### src/rtl/dmac_pkg.sv
package dmac_pkg;
  localparam int DW = 32;
  localparam int WORDS_PER_CH = 4;
  localparam int CH_STRIDE = 32;
  localparam int CH_BASE = 'h100;
  localparam int ERRSRC_OFF = 'h200;

  localparam int BIT_EN = 0;
  localparam int BIT_TODEV = 1;
  localparam int BIT_TC = 8;
  localparam int BIT_MEMERR = 9;
  localparam int BIT_ADDRERR = 10;

  localparam logic [DW-1:0] FLAG_MASK =
    (DW'(1) << BIT_TC) | (DW'(1) << BIT_MEMERR) | (DW'(1) << BIT_ADDRERR);

  typedef enum logic [1:0] {W_SCRATCH = 2'd0, W_CTRL = 2'd1, W_COUNT = 2'd2, W_ADDR = 2'd3} word_e;

  typedef struct packed {
    logic clrFlags;
    logic setErr;
    logic finish;
    logic [DW-1:0] len;
  } dmac_stb_t;
endpackage

### src/rtl/dmac_regfile.sv
module dmac_regfile
  import dmac_pkg::*;
#(
  parameter int NUM_CH = 4,
  parameter int ADDR_W = 10,
  localparam int CH_W = (NUM_CH > 1) ? $clog2(NUM_CH) : 1
) (
  input  logic                       clk,
  input  logic                       rst,
  input  logic [ADDR_W-1:0]          regAddr,
  input  logic                       regWrEn,
  input  logic [1:0]                 regSize,
  input  logic [DW-1:0]              regWdata,
  output logic [DW-1:0]              regRdata,
  input  dmac_stb_t                  stb,
  input  logic [CH_W-1:0]            stbCh,
  output logic [NUM_CH-1:0][DW-1:0]  ctrlArr,
  output logic [NUM_CH-1:0][DW-1:0]  countArr,
  output logic [NUM_CH-1:0][DW-1:0]  addrArr,
  output logic [NUM_CH-1:0]          nmiSrc
);
  localparam int CH_END = CH_BASE + NUM_CH * CH_STRIDE;

  logic [31:0] addrExt, offs;
  logic chHit, errHit;
  logic [CH_W-1:0] hitCh;
  logic [1:0] hitWord;
  logic [NUM_CH-1:0][WORDS_PER_CH-1:0][DW-1:0] allWords;
  logic [DW-1:0] oldWord, laneMask, laneData, mergedWord;
  logic [4:0] shAmt;

  assign addrExt = 32'(regAddr);
  assign offs    = addrExt - 32'(CH_BASE);
  assign chHit   = (addrExt >= 32'(CH_BASE)) && (addrExt < 32'(CH_END)) && !addrExt[2];
  assign errHit  = (addrExt & ~32'h3) == 32'(ERRSRC_OFF);
  assign hitCh   = offs[5 +: CH_W];
  assign hitWord = offs[4:3];
  assign oldWord = chHit ? allWords[hitCh][hitWord] : '0;

  always_comb begin
    if (chHit)       regRdata = oldWord;
    else if (errHit) regRdata = DW'(nmiSrc);
    else             regRdata = '0;
  end

  always_comb begin
    shAmt = '0;
    laneMask = '1;
    case (regSize)
      2'd0: begin shAmt = {regAddr[1:0], 3'b000}; laneMask = DW'(8'hFF) << shAmt; end
      2'd1: begin shAmt = {regAddr[1], 4'b0000}; laneMask = DW'(16'hFFFF) << shAmt; end
      default: laneMask = '1;
    endcase
    laneData   = regWdata << shAmt;
    mergedWord = (oldWord & ~laneMask) | (laneData & laneMask);
  end

  for (genvar c = 0; c < NUM_CH; c++) begin : g_ch
    logic [WORDS_PER_CH-1:0][DW-1:0] words;
    logic selC, engCtrl, engCount, busSel;
    assign selC     = (stbCh == CH_W'(c));
    assign engCtrl  = selC && (stb.clrFlags || stb.finish);
    assign engCount = selC && stb.finish;
    assign busSel   = regWrEn && chHit && (hitCh == CH_W'(c));

    always_ff @(posedge clk) begin
      if (rst) begin
        words <= '0;
      end else begin
        for (int k = 0; k < WORDS_PER_CH; k++) begin
          if (busSel && hitWord == 2'(k) &&
              !((k == int'(W_CTRL) && engCtrl) || (k == int'(W_COUNT) && engCount)))
            words[k] <= mergedWord;
        end
        if (selC && stb.clrFlags)
          words[W_CTRL] <= (words[W_CTRL] & ~FLAG_MASK) |
                           (stb.setErr ? (DW'(1) << BIT_MEMERR) : '0);
        if (selC && stb.finish) begin
          words[W_CTRL]  <= words[W_CTRL] | (DW'(1) << BIT_TC);
          words[W_COUNT] <= words[W_COUNT] - stb.len;
        end
      end
    end

    assign allWords[c] = words;
    assign ctrlArr[c]  = words[W_CTRL];
    assign countArr[c] = words[W_COUNT];
    assign addrArr[c]  = words[W_ADDR];
  end

  always_ff @(posedge clk) begin
    if (rst) nmiSrc <= '0;
    else if (stb.clrFlags && stb.setErr) nmiSrc[stbCh] <= 1'b1;
  end
endmodule

### src/rtl/dmac_ctrl.sv
module dmac_ctrl
  import dmac_pkg::*;
#(
  parameter int NUM_CH = 4,
  localparam int CH_W = (NUM_CH > 1) ? $clog2(NUM_CH) : 1
) (
  input  logic                       clk,
  input  logic                       rst,
  input  logic                       reqValid,
  input  logic [CH_W-1:0]            reqCh,
  input  logic                       reqToDev,
  input  logic [DW-1:0]              reqLen,
  output logic                       reqReady,
  input  logic                       xferDone,
  output logic                       xferValid,
  output logic [CH_W-1:0]            xferCh,
  output logic [DW-1:0]              xferAddr,
  output logic [DW-1:0]              xferLen,
  input  logic [NUM_CH-1:0][DW-1:0]  ctrlArr,
  input  logic [NUM_CH-1:0][DW-1:0]  countArr,
  input  logic [NUM_CH-1:0][DW-1:0]  addrArr,
  output dmac_stb_t                  stb,
  output logic [CH_W-1:0]            stbCh
);
  logic busy, accept, legal;
  logic [DW-1:0] selCtrl, selCount, clipLen;

  assign selCtrl  = ctrlArr[reqCh];
  assign selCount = countArr[reqCh];
  assign accept   = reqValid && !busy;
  assign legal    = selCtrl[BIT_EN] && (selCtrl[BIT_TODEV] == reqToDev);
  assign clipLen  = (reqLen < selCount) ? reqLen : selCount;

  always_ff @(posedge clk) begin
    if (rst) begin
      busy <= 1'b0;
      xferCh <= '0;
      xferAddr <= '0;
      xferLen <= '0;
    end else if (busy) begin
      if (xferDone) busy <= 1'b0;
    end else if (accept && legal) begin
      busy <= 1'b1;
      xferCh <= reqCh;
      xferAddr <= addrArr[reqCh];
      xferLen <= clipLen;
    end
  end

  assign reqReady     = !busy;
  assign xferValid    = busy;
  assign stbCh        = busy ? xferCh : reqCh;
  assign stb.clrFlags = accept;
  assign stb.setErr   = accept && !legal;
  assign stb.finish   = busy && xferDone;
  assign stb.len      = xferLen;
endmodule

### src/rtl/dmac_chan_ctrl.sv
module dmac_chan_ctrl
  import dmac_pkg::*;
#(
  parameter int NUM_CH = 4,
  parameter int ADDR_W = 10,
  localparam int CH_W = (NUM_CH > 1) ? $clog2(NUM_CH) : 1
) (
  input  logic              clk,
  input  logic              rst,
  input  logic [ADDR_W-1:0] regAddr,
  input  logic              regWrEn,
  input  logic [1:0]        regSize,
  input  logic [31:0]       regWdata,
  output logic [31:0]       regRdata,
  input  logic              reqValid,
  output logic              reqReady,
  input  logic [CH_W-1:0]   reqCh,
  input  logic              reqToDev,
  input  logic [31:0]       reqLen,
  output logic              xferValid,
  output logic [CH_W-1:0]   xferCh,
  output logic [31:0]       xferAddr,
  output logic [31:0]       xferLen,
  input  logic              xferDone,
  output logic [NUM_CH-1:0] nmiSrc
);
  dmac_stb_t stb;
  logic [CH_W-1:0] stbCh;
  logic [NUM_CH-1:0][DW-1:0] ctrlArr, countArr, addrArr;

  dmac_ctrl #(.NUM_CH(NUM_CH)) ctrl_i (
    .clk(clk), .rst(rst), .reqValid(reqValid), .reqCh(reqCh), .reqToDev(reqToDev),
    .reqLen(reqLen), .reqReady(reqReady), .xferDone(xferDone), .xferValid(xferValid),
    .xferCh(xferCh), .xferAddr(xferAddr), .xferLen(xferLen), .ctrlArr(ctrlArr),
    .countArr(countArr), .addrArr(addrArr), .stb(stb), .stbCh(stbCh)
  );

  dmac_regfile #(.NUM_CH(NUM_CH), .ADDR_W(ADDR_W)) regs_i (
    .clk(clk), .rst(rst), .regAddr(regAddr), .regWrEn(regWrEn), .regSize(regSize),
    .regWdata(regWdata), .regRdata(regRdata), .stb(stb), .stbCh(stbCh),
    .ctrlArr(ctrlArr), .countArr(countArr), .addrArr(addrArr), .nmiSrc(nmiSrc)
  );
endmodule

### config.mk
export PLATFORM = sky130hd
export DESIGN_NAME = dmac_chan_ctrl
export DESIGN_NICKNAME = d
export VERILOG_FILES = /design/src/rtl/dmac_pkg.sv /design/src/rtl/dmac_regfile.sv /design/src/rtl/dmac_ctrl.sv /design/src/rtl/dmac_chan_ctrl.sv
export SDC_FILE = /design/constraint.sdc
export NUM_CORES = 2
export LEC_CHECK = 0
export BUFFER_PORTS_ARGS = -buffer_cell sky130_fd_sc_hd__buf_2
export CORE_MARGIN = 2
export CORE_UTILIZATION = 60
export DETAILED_ROUTE_END_ITERATION = 6
export GPL_TIMING_DRIVEN = 1
export PLACE_DENSITY = 0.79
export SKIP_LAST_GASP = 1
export SLEW_MARGIN = 20
export SYNTH_ARGS = -nofsm -noshare
export SYNTH_HDL_FRONTEND = slang
export SYNTH_SLANG_ARGS = --single-unit
export TNS_END_PERCENT = 30
### constraint.sdc
create_clock -name clk -period 6.46 [get_ports clk]
set_input_delay 1.938 -clock clk [delete_from_list [all_inputs] [get_ports clk]]
set_output_delay 1.938 -clock clk [all_outputs]
set_load 0.02 [all_outputs]
* Word-level counts from Yosys, hierarchy flattened *
Cells that the tools add are included.

cells by class
  reduce and logical (&&, ||, !) cells = 83
  divide/modulo/power cells = 0
  bitwise gates (word level) = 14
  mux-type cells = 39
  $lt $le $gt $ge = 8
  shifts and indexed selects = 3
  multiply operators = 0
  add/sub/neg operators = 5
  equal/unequal tests = 12

operator list
  operator                                                             number
  2-to-1 mux 32 bit                                                    18
  binary-select mux 128 bit (select 2 bit)                             1
  binary-select mux 32 bit (select 2 bit)                              4
  2-to-1 mux 64 bit                                                    4
  2-to-1 mux 128 bit                                                   1
  OR 32 bit                                                            4
  subtractor 32 bit                                                    4
  bitwise AND 32 bit                                                   2
  case mux 32 bit (2 select lines)                                     1
  logical AND 1 bit                                                    50
  < comparator 32 bit                                                  1
  NOT 32 bit                                                           1
  OR 32 x 10 -> 32 bit                                                 1
  << shifter 16 x 5 -> 32 bit (first input constant)                   1
  << shifter 32 x 5 -> 32 bit                                          1
  << shifter 8 x 5 -> 32 bit (first input constant)                    1
  nonzero test 2 bit                                                   8
  == test 2 bit (second input constant)                                6
  < comparator 2 x 3 -> 1 bit (second input constant)                  4
  nonzero test 3 bit                                                   4
  logical NOT 1 bit                                                    11
  greater-or-equal comparator 10 x 9 -> 1 bit (second input constant)  1
  < comparator 10 x 9 -> 1 bit (second input constant)                 1
  2-to-1 mux 10 bit                                                    1
  15 further kinds                                                     33

storage, ports and cells
  bits in read-only memories = 0
  register bits = 583
  RAM bits = 0
  latch bits = 0
  memories kept = 0
  input port bits = 84

* Logic depth before layout (Yosys ltp) *
  depth in word-level cells = 11
  gate-level depth with buffers = 17
  gate-level depth less buffers = 13

* Modules after synthesis *
From an unflattened synthesis, not the netlist that was laid out.

second synthesis, totals
  cells, all modules = 4477
  area total of the unflattened synthesis = 38139.1 um^2

modules (own cells, without submodules)
  module        area an instance (um^2)  times used  cells an instance  seq. area each (um^2)
  dmac_regfile  32563.7                  1           3877               10329.9
  dmac_ctrl     5575.3                   1           600                1341.3

* Worst setup path after synthesis *
No wires, ideal clock.

  kind = input to output
  start point = in regAddr[6]
  end point = out regRdata[0]
  stages on the path = 8
  slack = 0.757 ns
  arrival time = 3.765 ns
  path through = buf_4 -> buf_2 -> buf_4 -> buf_2 -> mux4_2 -> mux4_2 -> nand2_1 -> o21ai_0

on the way
  cells in the longest elaborated chain, start to end = 7
  elaborated cells on any way between the ends = 13

RTL lines
  item                                      RTL line              RTL
  start, declared                           dmac_chan_ctrl.sv:10  input logic [ADDR_W-1:0] regAddr,
  subtractor 7 x 1 -> 7 bit                 dmac_regfile.sv:33    assign offs = addrExt - 32'(CH_BASE);
  binary-select mux 128 bit (select 2 bit)  dmac_regfile.sv:38    assign oldWord = chHit ? allWords[hitCh][hitWord] : '0;
  2-to-1 mux 128 bit (implied by the code)  dmac_regfile.sv:38
  binary-select mux 32 bit (select 2 bit)   dmac_regfile.sv:38
  2-to-1 mux 32 bit (implied by the code)   dmac_regfile.sv:38
  2-to-1 mux 32 bit                         dmac_regfile.sv:38
  2-to-1 mux 32 bit (*)                     dmac_regfile.sv:41    if (chHit) regRdata = oldWord;
  end, declared                             dmac_chan_ctrl.sv:14  output logic [31:0] regRdata,

Every way passes the cells marked *; elsewhere a longest branch is shown, timed or not. The select of a mux whose other input is x is not followed.

* Final worst setup path *
  start point = in regAddr[5]
  end point = out regRdata[12]

Same word-level chain as after synthesis.

==> run_results.csv <==
group,metric,value,unit
floorplanning,die_x,246,um
global_routing,grt_max_degree,224,
floorplanning,fp.coreArea,57900,um^2
worst_setup_path,cp_max_fo,30,
route,wire_per_inst,26.6,um
clock_tree,h-tree-depth,3,
route,drc_errors,0,
place,io_buffers,187,
worst_setup_path,worstSetupStartpoint,"regAddr[5]",
yosys,netlist_area,35200,um^2
yosys,synth-seq-area-share,0.331,
timing,fin_skew,0.0199,ns
worst_setup_path,cp-end-kind,"output pin",
worst_setup_path,required,4.52,ns
clock_tree,insertion_delay,0.63,ns
route,routed_wirelength,132,mm
cells_and_area,synthToLayoutAreaGrowth,11.2,%
yosys,post-synth-top-count-cell,"nand2_1",
worst_setup_path,crit_end,"regRdata[12]",
worst_setup_path,path_cells,"clkbuf_8 -> buf_4 -> mux4_2 -> mux4_2 -> and2_1 -> buf_2",
clock_tree,post-cts-setup-buffers,0,
place,place_congestion,1.03,
route,vias,34700,
yosys,syn_area_per_cell,8.58,um^2
timing,relSlewSlack,0.117,
cells_and_area,stdcell_count,4978,
place,hpwl,90.9,mm
timing,period_share,0.937,
yosys,ys_async_sr_fraction,0,
route,avgViaCountPerCell,6.97,
yosys,synth_commonest_cells,"nand2_1 (745), dfxtp_1 (583), a21oi_1 (470)",
worst_setup_path,r2r_cells,12,
clock_tree,cts.sinks,583,
clock_tree,clockBufferDepth,3,
cells_and_area,drive_gt1_frac,0.170,
route,drt_pass1_iterations,7,
worst_setup_path,cpLargestDelayFamily,"multiplexers",
global_routing,antenna_found_initial,6,
timing,finalSetupTns,0,ns
clock_tree,cts_resized,0,
worst_setup_path,r2r_end,"regs_i.countArr[120]",
global_routing,grt-ovfl-total,0,
yosys,synth-edff-count,0,
global_routing,grt_pass1_vias,33000,
yosys,synth_seq_cells,583,
worst_setup_path,critical_path_depth,6,
cells_and_area,fin_area,39200,um^2
place,place_area,36900,um^2
timing,slew_viol_final,0,
worst_setup_path,path_common_cell,"mux4_2",
yosys,ys_warn_count,0,
pwr,p_leak,0.0148,uW
clock_tree,cts_tree,"yes",
timing,hold_violations,0,
hold_path,hold_path.class,"reg2reg",
clock_tree,hold_buffers,0,
worst_setup_path,critPathMaxStageDelay,0.55,ns
worst_setup_path,r2r_start,"ctrl_i.xferLen[0]",
worst_setup_path,critPathLaunchType,"input port",
timing,post-route-min-period,6.05,ns
cells_and_area,num-nets-final,4402,
timing,max_freq,0.165,GHz
worst_setup_path,path_class,"in2out",
timing,tightest_slew,1.32,ns
timing,rsz0062_at_grt,"no",
global_routing,grt_pass1_wl,198,mm
cells_and_area,utilization,0.676,
route,drtAntennaViolNets,0,
run,cap_violations,0,
floorplanning,dieArea,60700,um^2
clock_tree,path_clk_slew,0.06,ns
floorplanning,initial_core_util,0.608,
floorplanning,die_h,246,um
worst_setup_path,crit_arrival,4.12,ns
floorplanning,io_pins,188,
clock_tree,cts_root_buf,"clkbuf_16",
floorplanning,rows,88,
yosys,synthTopCellsByArea,"dfxtp_1 (33%), mux4_2 (13%), nand2_1 (7.9%)",
yosys,synthFlopType,"dfxtp_1",
yosys,synth_top_area_share,0.331,
route,drtIter0Drc,4776,
yosys,postSynthCellCount,4108,
yosys,synth_top_area_cell,"dfxtp_1",
status,status,"finished clean",
yosys,synth_cell_types,80,
global_routing,grt_usage,0.430,
worst_setup_path,ff2ff_setup_slack,1.87,ns
pwr,ir_worst_vdd,0.000204,V
timing,setup_viol,0,
yosys,syn_nets,4351,
place,place_inst,4855,
clock_tree,numCtsBuffers,67,
worst_setup_path,path_buf_inv,3,
worst_setup_path,cpMaxStageDelayCell,"mux4_2",
pwr,p_per_area,210,nW/um^2
==> how the worst min path moves through the flow <==
stage                               end  slack [ns]  depth (start not counted)
floorplan                          flop        0.43                          2
global placement                   flop        0.44                          2
detailed placement                 flop        0.44                          2
CTS                                flop        0.45                          2
global route        ctrl_i.xferAddr[24]        0.47                          2
finish                             flop        0.45                          2
==> through the flow <==
stage / setup WS (ns) / hold WS [ns] / total power, uW
floorplan: 0.757 / 0.429 / 4090
global placement: 0.479 / 0.436 / 4330
detailed placement: 0.423 / 0.443 / 4330
CTS: 0.417 / 0.451 / 8190
global route: 0.321 / 0.466 / 8400
finish: 0.406 / 0.449 / 8230
==> report_power, final <==
part           leakage (uW)  switching, uW  internal, uW
Sequential          0.00469           7.10          3600
Clock               0.00111           1640          2310
Combinational       0.00903            469           205
Total                0.0148           2110          6120
==> worst register-to-register path, stage by stage (launching register included) <==
cell      delay [ns]
dfxtp_1         0.59
ha_1            0.28
inv_1           0.07
fa_1            0.42
a211oi_1        0.43
o21ai_0         0.28
a31oi_1         0.66
o31ai_1         0.28
a31oi_1         0.50
o221ai_1        0.25
a21oi_1         0.32
nor4_1          0.10
a221o_1         0.30
==> logic make-up after synthesis <==
family / after synthesis / share of synthesized area
XOR/XNOR: 96 / 0.0239
AND/OR/NAND/NOR: 1379 / 0.165
multiplexers: 290 / 0.155
AO/OA/AOI/OAI: 1180 / 0.217
buffers and inverters: 421 / 0.0501
flip-flops: 583 / 0.331
adder cells (fa/ha/maj): 159 / 0.0573
==> layout make-up <==
cell class / instances / area [um^2]
Multi-Input combinational cell: 3104 / 21900
Fill cell: 4736 / 18800
Sequential cell: 583 / 11700
Timing Repair Buffer: 309 / 1990
Clock buffer: 98 / 1950
Tap cell: 765 / 957
Inverter: 94 / 353
Clock inverter: 23 / 288
Antenna cell: 2 / 5.00
==> cell usage in the layout, fill, tap and decap left out, types with 33 or more instances in the layout <==
cell | Yosys | routed
inv_1 | 86 | 86
mux4_2 | 198 | 198
nor3_1 | 41 | 34
mux2i_1 | 56 | 56
ha_1 | 155 | 155
xor2_1 | 33 | 33
and2_1 | 35 | 35
o21ai_0 | 114 | 114
dfxtp_1 | 583 | 583
a211oi_1 | 187 | 187
nor2_1 | 369 | 359
a21o_1 | 51 | 51
buf_2 | 61 | 182
nand2_1 | 745 | 745
clkbuf_16 | 0 | 68
buf_4 | 5 | 115
a21oi_1 | 470 | 468
xnor2_1 | 63 | 63
a22oi_1 | 44 | 44
nand3_1 | 45 | 43
==> metal layers <==
metal	GRT usage	vias to the layer above	share of wire
met3	0.115	552	0.14
li1	-	15100	-
met5	0	-	0.00030
met1	0.561	16400	0.37
met4	0.238	6	0.063
met2	0.646	2659	0.43
No activity file was read; power rests on OpenSTA's default activity.
